$ cat config.mk
export PLATFORM = sky130hd
export DESIGN_NAME = mdio45_engine
export DESIGN_NICKNAME = d
export VERILOG_FILES = /design/src/rtl/mdio45_pkg.sv /design/src/rtl/mdio45_mdc_gen.sv /design/src/rtl/mdio45_frame_shift.sv /design/src/rtl/mdio45_seq.sv /design/src/rtl/mdio45_engine.sv
export SDC_FILE = /design/constraint.sdc
export NUM_CORES = 1
export LEC_CHECK = 0
export BUFFER_PORTS_ARGS = -buffer_cell sky130_fd_sc_hd__buf_2
export CAP_MARGIN = 20
export CORE_UTILIZATION = 45
export DETAILED_ROUTE_END_ITERATION = 10
export PLACE_DENSITY = 0.7
export SLEW_MARGIN = 25
export SYNTH_ARGS = -nofsm -noshare
export SYNTH_HDL_FRONTEND = slang
export SYNTH_SLANG_ARGS = --single-unit
$ cat constraint.sdc
create_clock -name clk -period 2.2 [get_ports clk]
set_input_delay 0.44 -clock clk [delete_from_list [all_inputs] [get_ports clk]]
set_output_delay 0.44 -clock clk [all_outputs]
set_load 0.02 [all_outputs]
$ cat src/rtl/mdio45_pkg.sv
package mdio45_pkg;

  // Protocol constants of one clause-45 management frame
  localparam int FRAME_BITS = 64;
  localparam int TA_POS     = 46;   // first turnaround bit index
  localparam int DATA_POS   = 48;   // first data bit index

  typedef enum logic [1:0] {
    OP_ADDR  = 2'b00,
    OP_WRITE = 2'b01,
    OP_RSVD  = 2'b10,
    OP_READ  = 2'b11
  } mdio_op_e;

  // Stored command fields, laid out as seen at cmd_rdata[27:0]
  typedef struct packed {
    logic [1:0]  op;
    logic [4:0]  port;
    logic [4:0]  dev;
    logic [15:0] regad;
  } mdio_cmd_t;

  typedef enum logic [1:0] {
    S_IDLE = 2'd0,
    S_ADDR = 2'd1,
    S_XFER = 2'd2
  } seq_state_e;

  function automatic logic [FRAME_BITS-1:0] mk_frame(
    input logic [1:0]  op,
    input logic [4:0]  port,
    input logic [4:0]  dev,
    input logic [15:0] payload
  );
    return {32'hFFFF_FFFF, 2'b00, op, port, dev, 2'b10, payload};
  endfunction

endpackage

$ cat src/rtl/mdio45_mdc_gen.sv
module mdio45_mdc_gen #(
  parameter int HALF_DIV = 4
) (
  input  logic clk,
  input  logic rst,
  input  logic run,
  input  logic restart,
  input  logic abort,
  input  logic mdc_fb,
  output logic mdc,
  output logic rise_tick,
  output logic fall_tick
);
  localparam int CW = (HALF_DIV > 2) ? $clog2(HALF_DIV) : 1;

  logic [CW-1:0] cnt;
  logic          mdc_q;
  logic          at_end;
  logic          settled;
  logic          tick;

  assign at_end    = (cnt == CW'(HALF_DIV - 1));
  assign settled   = (mdc_fb == mdc_q);
  assign tick      = run && at_end && settled;
  assign rise_tick = tick && !mdc_q;
  assign fall_tick = tick && mdc_q;
  assign mdc       = mdc_q;

  always_ff @(posedge clk) begin
    if (rst) begin
      cnt   <= '0;
      mdc_q <= 1'b0;
    end else if (abort || restart || !run) begin
      cnt   <= '0;
      mdc_q <= 1'b0;
    end else if (tick) begin
      cnt   <= '0;
      mdc_q <= !mdc_q;
    end else if (!at_end) begin
      cnt <= cnt + CW'(1);
    end
  end

endmodule

$ cat src/rtl/mdio45_frame_shift.sv
module mdio45_frame_shift
  import mdio45_pkg::*;
(
  input  logic                  clk,
  input  logic                  rst,
  input  logic                  start,
  input  logic                  abort,
  input  logic                  rise_tick,
  input  logic                  fall_tick,
  input  logic [FRAME_BITS-1:0] frame_in,
  input  logic                  is_read,
  input  logic                  mdio_i,
  output logic                  active,
  output logic                  mdio_o,
  output logic                  mdio_oe,
  output logic                  frame_end,
  output logic [15:0]           rx_data
);
  localparam int IW = $clog2(FRAME_BITS);

  logic [FRAME_BITS-1:0] sh;
  logic [IW-1:0]         idx;
  logic [IW-1:0]         idx_nx;
  logic                  rd_q;

  assign idx_nx    = idx + IW'(1);
  assign frame_end = active && fall_tick && (idx == IW'(FRAME_BITS - 1));

  always_ff @(posedge clk) begin
    if (rst) begin
      sh      <= '0;
      idx     <= '0;
      active  <= 1'b0;
      rd_q    <= 1'b0;
      mdio_o  <= 1'b1;
      mdio_oe <= 1'b0;
      rx_data <= '0;
    end else if (start) begin
      sh      <= frame_in;
      idx     <= '0;
      active  <= 1'b1;
      rd_q    <= is_read;
      mdio_o  <= frame_in[FRAME_BITS-1];
      mdio_oe <= 1'b1;
    end else if (abort) begin
      active  <= 1'b0;
      mdio_o  <= 1'b1;
      mdio_oe <= 1'b0;
    end else if (active) begin
      if (rise_tick && rd_q && (idx >= IW'(DATA_POS)))
        rx_data <= {rx_data[14:0], mdio_i};
      if (frame_end) begin
        active  <= 1'b0;
        mdio_o  <= 1'b1;
        mdio_oe <= 1'b0;
      end else if (fall_tick) begin
        idx     <= idx_nx;
        sh      <= {sh[FRAME_BITS-2:0], 1'b1};
        mdio_o  <= sh[FRAME_BITS-2];
        mdio_oe <= !(rd_q && (idx_nx >= IW'(TA_POS)));
      end
    end
  end

endmodule

$ cat src/rtl/mdio45_seq.sv
module mdio45_seq
  import mdio45_pkg::*;
#(
  parameter int TIMEOUT_CYC = 2048
) (
  input  logic                  clk,
  input  logic                  rst,
  input  logic                  cmd_wr,
  input  logic [31:0]           cmd_wdata,
  input  logic                  data_wr,
  input  logic [31:0]           data_wdata,
  input  logic                  frame_end,
  input  logic [15:0]           rx_data,
  output logic [31:0]           cmd_rdata,
  output logic [31:0]           data_rdata,
  output logic                  start,
  output logic                  abort,
  output logic [FRAME_BITS-1:0] frame,
  output logic                  is_read
);
  localparam int TW = $clog2(TIMEOUT_CYC + 1);

  seq_state_e state;
  mdio_cmd_t  cmd_q;
  mdio_cmd_t  cmd_new;
  logic       err_q;
  logic [31:0] data_q;
  logic [TW-1:0] tcnt;
  logic       op_ok;
  logic       launch;
  logic       busy;

  assign cmd_new = mdio_cmd_t'(cmd_wdata[27:0]);
  assign op_ok   = (cmd_new.op == OP_WRITE) || (cmd_new.op == OP_READ);
  assign busy    = (state != S_IDLE);
  assign launch  = !busy && cmd_wr && cmd_wdata[30] && op_ok;
  assign abort   = busy && (tcnt == TW'(TIMEOUT_CYC - 1));
  assign start   = launch || ((state == S_ADDR) && frame_end && !abort);
  assign is_read = !launch && (cmd_q.op == OP_READ);

  always_comb begin
    if (launch)
      frame = mk_frame(OP_ADDR, cmd_new.port, cmd_new.dev, cmd_new.regad);
    else
      frame = mk_frame(cmd_q.op, cmd_q.port, cmd_q.dev,
                       (cmd_q.op == OP_READ) ? 16'hFFFF : data_q[15:0]);
  end

  always_ff @(posedge clk) begin
    if (rst) begin
      state  <= S_IDLE;
      cmd_q  <= '0;
      err_q  <= 1'b0;
      data_q <= '0;
      tcnt   <= '0;
    end else if (abort) begin
      state <= S_IDLE;
      err_q <= 1'b1;
      tcnt  <= '0;
    end else begin
      unique case (state)
        S_IDLE: begin
          if (launch) begin
            cmd_q <= cmd_new;
            err_q <= 1'b0;
            tcnt  <= '0;
            state <= S_ADDR;
          end else if (data_wr) begin
            data_q <= data_wdata;
          end
        end
        S_ADDR: begin
          tcnt <= tcnt + TW'(1);
          if (frame_end) begin
            tcnt  <= '0;
            state <= S_XFER;
          end
        end
        S_XFER: begin
          tcnt <= tcnt + TW'(1);
          if (frame_end) begin
            tcnt  <= '0;
            state <= S_IDLE;
            if (cmd_q.op == OP_READ)
              data_q[31:16] <= rx_data;
          end
        end
        default: state <= S_IDLE;
      endcase
    end
  end

  assign cmd_rdata  = {err_q, busy, 2'b00, cmd_q};
  assign data_rdata = data_q;

endmodule

$ cat src/rtl/mdio45_engine.sv
module mdio45_engine
  import mdio45_pkg::*;
#(
  parameter int HALF_DIV    = 4,
  parameter int TIMEOUT_CYC = 2048
) (
  input  logic        clk,
  input  logic        rst,
  input  logic        cmd_wr,
  input  logic [31:0] cmd_wdata,
  input  logic        data_wr,
  input  logic [31:0] data_wdata,
  output logic [31:0] cmd_rdata,
  output logic [31:0] data_rdata,
  output logic        mdc,
  input  logic        mdc_fb,
  output logic        mdio_o,
  output logic        mdio_oe,
  input  logic        mdio_i
);
  logic                  start;
  logic                  abort;
  logic                  is_read;
  logic [FRAME_BITS-1:0] frame;
  logic                  active;
  logic                  frame_end;
  logic [15:0]           rx_data;
  logic                  rise_tick;
  logic                  fall_tick;

  mdio45_seq #(.TIMEOUT_CYC(TIMEOUT_CYC)) u_seq (
    .clk        (clk),
    .rst        (rst),
    .cmd_wr     (cmd_wr),
    .cmd_wdata  (cmd_wdata),
    .data_wr    (data_wr),
    .data_wdata (data_wdata),
    .frame_end  (frame_end),
    .rx_data    (rx_data),
    .cmd_rdata  (cmd_rdata),
    .data_rdata (data_rdata),
    .start      (start),
    .abort      (abort),
    .frame      (frame),
    .is_read    (is_read)
  );

  mdio45_mdc_gen #(.HALF_DIV(HALF_DIV)) u_mdc (
    .clk       (clk),
    .rst       (rst),
    .run       (active),
    .restart   (start),
    .abort     (abort),
    .mdc_fb    (mdc_fb),
    .mdc       (mdc),
    .rise_tick (rise_tick),
    .fall_tick (fall_tick)
  );

  mdio45_frame_shift u_shift (
    .clk       (clk),
    .rst       (rst),
    .start     (start),
    .abort     (abort),
    .rise_tick (rise_tick),
    .fall_tick (fall_tick),
    .frame_in  (frame),
    .is_read   (is_read),
    .mdio_i    (mdio_i),
    .active    (active),
    .mdio_o    (mdio_o),
    .mdio_oe   (mdio_oe),
    .frame_end (frame_end),
    .rx_data   (rx_data)
  );

endmodule

Yosys cells after proc, flatten, opt, wreduce, memory -nomap -nowiden:

Index checks and enable logic that the tools add are counted.

* add/sub/neg operators: 3
* magnitude comparators: 2
* equal/unequal tests: 17
* muxes and demuxes: 36
* bitwise gates (word level): 4
* reduce and logical (&&, ||, !) cells: 51

Operator list (count)
* two-way mux 63 bit: 5
* two-way mux 32 bit: 2
* two-way mux 16 bit: 3
* one-hot mux 16 bit (2 select lines): 1
* two-way mux 30 bit: 1
* two-way mux 12 bit: 2
* one-hot mux 12 bit (2 select lines): 1
* two-way mux 1 bit: 17
* logical AND 1 bit: 16
* AND reduction 4 bit: 4
* nonzero test 2 bit: 7
* adder 12 x 1 -> 12 bit, second input constant: 1
* == test 12 x 11 -> 1 bit, second input constant: 1
* >= comparator 6 bit, second input constant: 2
* inequality test 2 x 1 -> 1 bit, second input constant: 6
* == test 2 bit, second input constant: 4
* OR reduction 2 bit: 4
* adder 6 x 1 -> 6 bit, second input constant: 1
* == test 6 bit, second input constant: 1
* zero test 1 bit: 6
* two-way mux 2 bit: 3
* one-hot mux 2 bit (3 select lines): 1
* AND reduction 2 bit: 3
* AND reduction 3 bit: 2
* other kinds (11): 19

* register bits: 167
* input bits: 70
* output and inout port bits: 67

Depth between registers and ports, before layout:

Gate-level depths: netlist of the first run.

* depth after elaboration: 12
* depth in mapped cells: 10
* gate-level depth less buffers: 7

Cells and area by module:

A second synthesis of the first run with hierarchy kept.

* cells, all modules: 893
* area total of the unflattened synthesis: 8348.0 µm²

By module, submodules not included
* mdio45_frame_shift: instances 1, cells an instance 410, area each 4355.4 µm²
* mdio45_seq: instances 1, cells an instance 464, area each 3828.7 µm²
* mdio45_mdc_gen: instances 1, cells an instance 19, area each 163.9 µm²

Least setup slack after synthesis of the first run:

No wires, ideal clock.

* path type: flip-flop to flip-flop
* start: register u_seq.state[0]
* end: register u_shift.sh[18]
* arrival time: 2.143 ns
* setup slack: -0.065 ns
* cell stages (with the launch flop): 10
* clock period less this slack: 2.265 ns
* path through: dfxtp_1 inv_1 ha_1 clkbuf_2 or2_2 o41a_1 nand3_2 nand2_4 buf_6 a221o_1

* longest elaborated chain between the ends: 8
* elaborated cells on any way between the ends: 18
* those cells by class: eq/ne: 3; mux: 2; reduce/logical: 13

Ends and longest elaborated chain
* from (decl): line mdio45_seq.sv:23 `seq_state_e state;`
* from (signal assigned): line mdio45_seq.sv:51 `state <= S_IDLE;`
* from (signal assigned): line mdio45_seq.sv:57 `state <= S_IDLE;`
* from (signal assigned): line mdio45_seq.sv:67 `state <= S_ADDR;`
* nonzero test 2 bit: line mdio45_seq.sv:35 `assign busy = (state != S_IDLE);`
* zero test 1 bit: line mdio45_seq.sv:36 `assign launch = !busy && cmd_wr && cmd_wdata[30] && op_ok;`
* logical AND 1 bit (3 in series): line mdio45_seq.sv:36
* logical OR 1 bit: line mdio45_seq.sv:38 `assign start = launch || ((state == S_ADDR) && frame_end && !abort);`
* inequality test 2 x 1 -> 1 bit (no line) or nonzero test 2 bit (tied branches)
* AND reduction 4 bit (no line)
* to (signal assigned): line mdio45_frame_shift.sv:39 `sh <= frame_in;`
* to (signal assigned): line mdio45_frame_shift.sv:58 `sh <= {sh[FRAME_BITS-2:0], 1'b1};`
* to (decl): line mdio45_frame_shift.sv:21 `logic [FRAME_BITS-1:0] sh;`

Parallel ways exist; a longest one is shown, timed or not.
A chain may end at the register's enable or synchronous reset.

Final worst setup path of the first run:

* start: register u_seq.state[0]
* end: register u_shift.sh[20]

Same word-level chain as after synthesis.

==> results.yml, run 1 <==
cells_and_area:
  multiInputGateArea_um2: 3468
  fillers: 1345
  area_growth_pct: 26.88
  nNetsFinal: 1053
  regArea_um2: 3346
  final_cell_area_um2: 8970
  drive_above_1_share_pct: 25.94
power:
  power.leakage_nw: 3.613
  power.density_nw_per_um2: 812.7
  switching_power_mw: 1.911
  pwr-share-comb_pct: 12.9
  p_int_mw: 5.379
  vdd_drop_max_mv: 0.5641
  power_switching_share_pct: 26.21
  power_frac_seq_pct: 44.7
  power_frac_clock_pct: 42.4
die:
  start_util_pct: 46.33
  coreArea_um2: 15260
  die_x_um: 127.3
  chipHeight_um: 127.3
  dieArea_um2: 16210
  rows: 45
  ios: 137
drt:
  dr_total_vias: 6419
  drt-initial-drc-count: 479
  drc: 0
  vias_per_cell: 5.354
  wl_per_cell_um: 14.94
  firstDrtPassIters: 5
  drtAntennaViolNets: 0
  wirelength_um: 17920
timing:
  maxSlewHeadroom_pct: 57.55
  final.setup.worst_slack_ns: 0.07123
  final-max-slew-violation-count: 0
  period_share_pct: 96.76
  rsz0062_at_grt: "true"
  tightest_slew_ns: 0.6367
  setup_viol: 0
  skew_ns: 0.009383
  fmax_mhz: 469.8
  period_minus_slack_ns: 2.129
  hold_viol_final: 0
logic_synthesis:
  async_flop_share_pct: 0
  synth.distinct_cells: 57
  netlist_instances: 832
  ys.flop_type: "dfxtp_1"
  synth_area_per_cell_um2: 8.497
  synth_seq_cells: 167
  syn_area_um2: 7069
  seq_area_frac_synth_pct: 47.29
  synth_edf_count: 0
  ys_warn_count: 0
grt:
  antenna_found_initial: 1
  grt_max_degree: 44
  grt.overflow.total: 0
  grt_pass1_vias: 5767
  grt_pass1_wl_um: 28890
  grt_usage_pct: 22.31
clock_network:
  clk_latency_ns: 0.42
  cts_htree_levels: 4
  clk_path_buf_depth: 2
  ctsHoldBuffers: 0
  tritoncts: "done"
  clkSinkCount: 167
  numCtsBuffers: 17
  root_buffer: "clkbuf_16"
  clk_pin_slew_ns: 0.07
setup_path:
  critical_path.slowest_cell: "o41ai_4"
  cp-start-kind: "flip-flop"
  cp-end-kind: "flip-flop"
  cp_cell_sequence: "inv_2 > ha_4 > or2_4 > buf_4 > o41ai_4 > nor3_4 > and3_1 > a221o_1"
  cpPeakStageDelay_ns: 0.42
  cp.required_ns: 2.51
  criticalPathCategory: "reg2reg"
  arrival_ns: 2.43
  critPathMaxFanout: 16
  r2r_cells: 8
place:
  dp_slack_ns: -0.07771
  hpwlAfterDp_um: 11630
  placed_cell_area_um2: 8157
  gp_congestion: 0.8048
  io_buffers: 131
outcome:
  outcome: "finished, final reports clean"
worst_hold_path:
  holdCritPathClass: "in2reg"
  min_delay_path_depth: 3
job:
  maxCapViolCount: 0
cell type report:
class	instances	share of cell area, %
Multi-Input combinational cell	591	38.67
Sequential cell	167	37.30
Timing Repair Buffer	191	13.98
Clock buffer	19	4.938
Tap cell	211	2.943
Clock inverter	12	1.855
Inverter	7	0.2929
Antenna cell	1	0.02790
stage by stage:
step	power [mW]	utilization [%]	hold WS, ns	instances	setup TNS, ns
final	7.290	58.79	0.2508	1199	0
after global routing	7.565	58.79	0.2403	1199	-0.03355
after CTS	7.312	57.93	0.2385	1194	0
after detailed placement	4.236	53.46	0.4418	1161	-1.054
after global placement	4.225	53.46	0.4368	1161	-0.4137
after floorplan	3.884	-	0.4320	833	-0.01544
cell usage in the layout (no fill, tap or decap), types with 3 or more instances in the layout:
cell type   count
a211oi_1        4
a21o_1          3
a21oi_1        67
a221o_1        21
a22oi_1         3
a311oi_1       18
a31oi_1        33
a32o_1          4
and2_1          4
and3_1         19
buf_12          6
buf_2         130
buf_4          49
bufinv_16       3
clkbuf_16      19
clkinvlp_4      3
dfxtp_1       165
ha_1            7
inv_1           5
mux2i_1        17
nand2_1       181
nand2b_1        5
nand3_1        13
nand3b_1       16
nand4_1         5
nor2_1         72
nor3_1         20
nor4_1          3
o21ai_0        13
or2_2           8
xnor2_1         7
xor2_1          7
repair_timing:
item	CTS	global route
cloned	1	2
pin swaps	2	4
resized for setup	4	15
setup endpoints to repair	26	62
buffers inserted	1	3
cell usage after synthesis, drive strengths merged (4+ instances only):
cell type / count / share of area [%]
a211oi: 4 / 0.42
a21oi: 68 / 4.9
a221o: 21 / 3.0
a311oi: 19 / 2.4
a31oi: 34 / 3.0
a32o: 4 / 0.57
and2: 4 / 0.35
and3: 20 / 1.8
buf: 30 / 2.6
clkbuf: 38 / 2.1
dfxtp: 167 / 47
ha: 8 / 1.4
inv: 7 / 0.37
mux2i: 17 / 2.4
nand2: 184 / 9.9
nand2b: 5 / 0.44
nand3: 14 / 1.1
nand3b: 16 / 1.7
nand4: 7 / 0.92
nor2: 75 / 4.0
nor3: 22 / 1.8
nor4: 5 / 0.65
o21ai: 13 / 0.92
or2: 9 / 0.80
xnor2: 7 / 0.87
xor2: 7 / 0.87
flip-flops by register name (all words and copies together), names as in the netlist:
register / cells
u_seq.cmd_rdata: 28
u_seq.err_q: 1
u_shift.active: 1
u_shift.rd_q: 1
u_shift.idx: 6
u_shift.mdio_oe: 1
u_seq.state: 2
u_shift.mdio_o: 1
u_shift.rx_data: 16
u_mdc.cnt: 2
u_mdc.mdc: 1
u_seq.tcnt: 12
u_shift.sh: 63
u_seq.data_rdata: 32
path summary, 6_finish.rpt:
path | startpoint | end | slack (ns)
max | u_seq.state[0] | u_shift.sh[20] | 0.07
min reg2reg | u_seq.cmd_rdata[12] | u_seq.cmd_rdata[12] | 0.45
min | data_wdata[2] | u_seq.data_rdata[2] | 0.25
max reg2reg | u_seq.state[0] | u_shift.sh[20] | 0.07
layer usage:
layer / track usage, % / vias to the layer above / wire length, um
met1: 31.02 / 3014 / 8524
met4: 7.423 / 0 / 276
li1: - / 3198 / -
met5: 0 / - / 0
met2: 33.85 / 185 / 8175
met3: 5.402 / 22 / 940
kinds of logic after synthesis:
| kind of cell | share of synthesized area, % |
|---|---|
| fa+ha+maj | 1.416 |
| mux | 2.407 |
| other cells | 0.05305 |
| compound gates | 18.09 |
| buf+inv | 4.991 |
| simple gates | 24.02 |
| xor+xnor | 1.735 |
| flops | 47.29 |
power by group through the flow:
stage | clock (mW) | sequential (mW) | combinational [mW]
2_1_floorplan | 0 | 3.42 | 0.465
3_3_place_gp | 0 | 3.32 | 0.902
3_5_place_dp | 0 | 3.32 | 0.913
4_1_cts | 3.13 | 3.26 | 0.921
5_1_grt | 3.26 | 3.28 | 1.03
6_report | 3.09 | 3.26 | 0.939
worst max-delay path: cells and delay by family (launching register included):
family / cells / cell delay [ns]
compound gates: 2 / 0.68
fa+ha+maj: 1 / 0.17
flops: 1 / 0.34
buf+inv: 2 / 0.19
simple gates: 3 / 0.63
Power figures use the tool's default switching activity.
==> inputs of run 2 (changes only) <==
--- a/config.mk
+++ b/config.mk
@@ -9,7 +9,8 @@
 export CAP_MARGIN = 20
 export CORE_UTILIZATION = 45
 export DETAILED_ROUTE_END_ITERATION = 10
-export PLACE_DENSITY = 0.7
+export PLACE_DENSITY = 0.67
+export SETUP_SLACK_MARGIN = 0.15
 export SLEW_MARGIN = 25
 export SYNTH_ARGS = -nofsm -noshare
 export SYNTH_HDL_FRONTEND = slang
==> constraint.sdc (replaced) <==
create_clock -name clk -period 2.6 [get_ports clk]
set_input_delay 0.52 -clock clk [delete_from_list [all_inputs] [get_ports clk]]
set_output_delay 0.52 -clock clk [all_outputs]
set_load 0.02 [all_outputs]
==> run 2 against run 1 <==
Effect of this change: cell count shrank 2.5%; sequential share of layout area is 1.6 points higher; non-clock buffer count is 30 lower; critical path depth down 1; core utilization decreased by 2.5 points; worst hold slack improved by 0.074 ns; die area unchanged; flip-flop and latch count is the same.
==> results.yml, run 2 (same netlist as run 1, synthesis figures left out) <==
outcome:
  outcome: "finished, final reports clean"
drt:
  wirelength_um: 16950
  firstDrtPassIters: 5
  drtAntennaViolNets: 0
  dr_total_vias: 6227
  drc: 0
  drt-initial-drc-count: 385
  vias_per_cell: 5.327
  wl_per_cell_um: 14.50
cells_and_area:
  fin_util_pct: 56.30
  nNetsFinal: 1023
  diodes: 0
  final_common_cell: "nand2_1"
  drive_above_1_share_pct: 22.65
  largest_register: "u_shift.sh"
  instances_no_fill: 1169
  final_cell_mix: "182 x nand2_1, 167 x dfxtp_1, 130 x buf_2"
  fillers: 1446
  final_cell_area_um2: 8591
  area_growth_pct: 21.52
  regArea_um2: 3343
  multiInputGateArea_um2: 3402
  largest_reg_flops: 63
power:
  power.leakage_nw: 3.419
  vdd_drop_max_mv: 0.4793
  finalPower_mw: 6.108
  power.density_nw_per_um2: 711.0
clock_network:
  clk_pin_slew_ns: 0.07
  cts_htree_levels: 4
  root_buffer: "clkbuf_16"
  numCtsBuffers: 17
  ctsHoldBuffers: 0
  tritoncts: "done"
  clk_path_buf_depth: 2
  clkSinkCount: 167
  clk_latency_ns: 0.43
grt:
  grt_max_degree: 49
  grt_pass1_wl_um: 28540
  grt_usage_pct: 21.92
  grt_pass1_vias: 5796
  antenna_found_initial: 0
  grt.overflow.total: 0
place:
  hpwlAfterDp_um: 11320
  gp_congestion: 0.8293
  io_buffers: 131
  place_inst: 1134
  placed_cell_area_um2: 7924
  dp_slack_ns: 0.1217
setup_path:
  r2r_slack_ns: 0.26
  cp_cell_sequence: "inv_1 > ha_1 > or2_2 > o41a_1 > a31oi_4 > buf_4 > a31oi_1"
  arrival_ns: 2.63
  cp.required_ns: 2.89
  cp-start-kind: "flip-flop"
  rr_endpoint: "u_shift.sh[49]"
  criticalPathCategory: "reg2reg"
  critPathMaxFanout: 21
  cpPeakStageDelay_ns: 0.47
  critPathTopFamily: "compound AO/OA/AOI/OAI gates"
  cp-end-kind: "flip-flop"
  path_buf_inv: 2
  r2r_cells: 7
  critical_path.slowest_cell: "o41a_1"
  r2r-start: "u_seq.state[0]"
timing:
  final-max-slew-violation-count: 0
  period_minus_slack_ns: 2.336
  hold_viol_final: 0
  period_share_pct: 89.83
  fmax_mhz: 428.2
  skew_ns: 0.01603
  rsz0062_at_grt: "true"
  tightest_slew_ns: 0.7193
  maxSlewHeadroom_pct: 51.60
  final.setup.worst_slack_ns: 0.2645
  setup_viol: 0
  timing.hold.ws_ns: 0.3245
  setup_tns_ns: 0
die:
  start_util_pct: 46.33
  rows: 45
  chipHeight_um: 127.3
  dieArea_um2: 16210
  die_x_um: 127.3
  ios: 137
  coreArea_um2: 15260
worst_hold_path:
  min_to: "u_seq.data_rdata[4]"
  min_from: "data_wdata[4]"
  min_delay_path_depth: 3
  holdCritPathClass: "in2reg"
job:
  maxCapViolCount: 0
==> run 2: changes by cell type in the layout (fill, tap and decap cells not counted), sizes merged <==
cell    change
diode       -1
clkinv      +3
buf        -28
clkbuf      -4
==> run 2: worst max-delay path by stage <==
stage              startpoint  depth (start not counted)              to
6_report       u_seq.state[0]                          7  u_shift.sh[49]
5_1_grt        u_seq.state[0]                          8  u_seq.tcnt[10]
4_1_cts        u_seq.state[0]                          7  u_shift.sh[49]
3_5_place_dp   u_seq.state[0]                          7       u_mdc.mdc
3_3_place_gp   u_seq.state[0]                          7       u_mdc.mdc
2_1_floorplan  u_seq.state[0]                          9  u_shift.sh[18]
==> run 2: area by class of cell <==
class | count | area share, %
inverter | 7 | 0.3059
sequential | 167 | 38.92
timing repair buffer | 161 | 10.87
multi-input combinational | 591 | 39.60
clock inverter | 15 | 2.287
clock buffer | 17 | 4.952
tap | 211 | 3.073
==> run 2: worst reg2reg max path, stage by stage, from the launching register on <==
cell,delay (ns)
dfxtp_1,0.35
inv_1,0.08
ha_1,0.24
or2_2,0.30
o41a_1,0.47
a31oi_4,0.34
buf_4,0.30
a31oi_1,0.13
==> run 2: metal layers <==
| layer | part of all wire, % | routed length, um | vias up | track usage (%) |
|---|---|---|---|---|
| li1 | - | - | 3144 | - |
| met2 | 45 | 7633 | 140 | 33.17 |
| met4 | 1.8 | 311 | 0 | 8.053 |
| met5 | 0 | 0 | - | 0 |
| met1 | 48 | 8203 | 2921 | 30.19 |
| met3 | 4.8 | 806 | 22 | 5.402 |
==> run 2: report_power, final <==
part	leakage (nW)	internal, mW	switching, mW
clock network	0.296	1.54	1.09
registers	1.36	2.69	0.0738
logic	1.76	0.261	0.456
total	3.42	4.48	1.62
==> run 2: timing repair <==
action / 4_1_cts / 5_1_grt
endpoints found under the setup margin: 1 / 54
gates resized for setup: 1 / 1
pin swaps: 0 / 2
gates cloned: 0 / 0
setup buffers: 0 / 3
==> inputs of run 3 (changes only) <==
--- a/config.mk
+++ b/config.mk
@@ -9,7 +9,7 @@
 export CAP_MARGIN = 20
 export CORE_UTILIZATION = 45
 export DETAILED_ROUTE_END_ITERATION = 10
-export PLACE_DENSITY = 0.67
+export PLACE_DENSITY = 0.64
 export SETUP_SLACK_MARGIN = 0.15
 export SLEW_MARGIN = 25
 export SYNTH_ARGS = -nofsm -noshare
==> constraint.sdc (replaced) <==
create_clock -name clk -period 2.6 [get_ports clk]
set_input_delay 0.39 -clock clk [delete_from_list [all_inputs] [get_ports clk]]
set_output_delay 0.39 -clock clk [all_outputs]
set_load 0.02 [all_outputs]
==> run 3 against run 2 <==
Effect of this change: power down 1.1%; non-clock buffer count up 1; global-route usage increased by 0.092 points; routed wire length increased by 3.2%; sequential power barely moved; clock-buffer cell count increased by 6; first-iteration DRC count increased by 3.1%; register-to-register slack gained 0.04 ns; core utilization increased by 0.40 points; worst hold slack got worse by 0.12 ns; final area grew 0.71%; via count is 0.42% lower.
==> results.yml, run 3 (same netlist as run 1, synthesis figures left out) <==
die:
  chipHeight_um: 127.3
  start_util_pct: 46.33
  die_x_um: 127.3
  ios: 137
  dieArea_um2: 16210
  rows: 45
  coreArea_um2: 15260
drt:
  firstDrtPassIters: 5
  wl_per_cell_um: 14.97
  drtAntennaViolNets: 0
  dr_total_vias: 6201
  wirelength_um: 17500
  vias_per_cell: 5.305
  drc: 0
  drt-initial-drc-count: 397
setup_path:
  cp_cell_sequence: "inv_1 > ha_1 > or2_4 > o41a_1 > nand3_2 > buf_4 > nor2_1 > a221o_1"
  critPathMaxFanout: 5
  cp-end-kind: "flip-flop"
  criticalPathCategory: "reg2reg"
  critical_path.slowest_cell: "o41a_1"
  cp-start-kind: "flip-flop"
  cp.required_ns: 2.91
  critPathTopFamily: "compound AO/OA/AOI/OAI gates"
  cpPeakStageDelay_ns: 0.47
  arrival_ns: 2.60
  path_buf_inv: 2
timing:
  maxSlewHeadroom_pct: 56.63
  skew_ns: 0.006328
  fmax_mhz: 436.3
  final.setup.worst_slack_ns: 0.3079
  setup_tns_ns: 0
  period_minus_slack_ns: 2.292
  hold_viol_final: 0
  period_share_pct: 88.16
  final-max-slew-violation-count: 0
  tightest_slew_ns: 0.6506
  setup_viol: 0
  timing.hold.ws_ns: 0.2046
  rsz0062_at_grt: "true"
grt:
  grt_usage_pct: 22.01
  grt_max_degree: 86
  met3_usage_pct: 5.905
  busiest_layer: "met2"
  grt_use_met1_pct: 31.00
  antenna_found_initial: 1
  use_met2_pct: 33.08
  grt_pass1_vias: 5541
  grt.overflow.total: 0
  grt_pass1_wl_um: 28500
place:
  io_buffers: 131
  gp_congestion: 0.8197
  hpwlAfterDp_um: 11400
  placed_cell_area_um2: 7974
  dp_slack_ns: 0.2087
cells_and_area:
  multiInputGateArea_um2: 3416
  nNetsFinal: 1024
  drive_above_1_share_pct: 22.76
  final_common_cell: "nand2_1"
  regArea_um2: 3343
  final_cell_area_um2: 8652
  final_cell_mix: "181 x nand2_1, 167 x dfxtp_1, 130 x buf_2"
  diodes: 0
  area_growth_pct: 22.39
  fillers: 1462
  largest_register: "u_shift.sh"
  largest_reg_flops: 63
outcome:
  outcome: "finished, final reports clean"
power:
  power.leakage_nw: 3.449
  pwr-share-comb_pct: 12.2
  switching_power_mw: 1.558
  power_frac_seq_pct: 45.7
  power_frac_clock_pct: 42.1
  vdd_drop_max_mv: 0.4607
  p_int_mw: 4.484
  power_switching_share_pct: 25.78
  power.density_nw_per_um2: 698.2
clock_network:
  cts_htree_levels: 4
  clk_latency_ns: 0.42
  clk_pin_slew_ns: 0.06
  tritoncts: "done"
  clkSinkCount: 167
  root_buffer: "clkbuf_16"
  numCtsBuffers: 17
  ctsHoldBuffers: 0
  clk_path_buf_depth: 2
worst_hold_path:
  holdCritPathClass: "in2reg"
job:
  maxCapViolCount: 0
run 3: repair_timing:
action / 4_1_cts / 5_1_grt
setup endpoints to repair: 0 / 71
setup buffers: 0 / 3
resized for setup: 0 / 6
hold endpoints to repair: 0 / 0
run 3: power by group through the flow:
stage	Combinational [mW]	Sequential (mW)	Clock, mW
floorplan	0.390	2.89	0
global placement	0.721	2.81	0
detailed placement	0.728	2.81	0
CTS	0.730	2.76	2.59
global route	0.809	2.77	2.71
finish	0.734	2.76	2.55
run 3: layout make-up:
class | instances | area share (%)
sequential | 167 | 38.64
tap | 211 | 3.051
multi-input combinational | 591 | 39.48
timing repair buffer | 162 | 11.60
clock buffer | 23 | 5.640
inverter | 7 | 0.3037
clock inverter | 8 | 1.287
run 3: final timing paths:
path	start	to	slack (ns)	cells past startpoint
setup / recovery	u_seq.state[0]	u_shift.sh[6]	0.31	8
hold / removal	mdio_i	u_shift.rx_data[0]	0.20	3
setup reg to reg	u_seq.state[0]	u_shift.sh[6]	0.31	8
hold reg to reg	u_seq.cmd_rdata[11]	u_seq.cmd_rdata[11]	0.45	2
run 3: routing by layer:
metal | up-vias | wire length, um
met3 | 18 | 843
met1 | 2914 | 8601
met4 | 0 | 212
li1 | 3136 | -
met2 | 133 | 7845
met5 | - | 0
run 3: worst min-delay path, stage by stage:
cell     delay, ns
buf_2         0.07
mux2i_1       0.05
nor2_1        0.07
run 3: stage by stage:
stage / cells / util [%] / total power [mW]
CTS: 1165 / 56.19 / 6.081
floorplan: 833 / - / 3.282
global placement: 1134 / 52.26 / 3.534
detailed placement: 1134 / 52.26 / 3.541
global route: 1169 / 56.70 / 6.293
finish: 1169 / 56.70 / 6.041
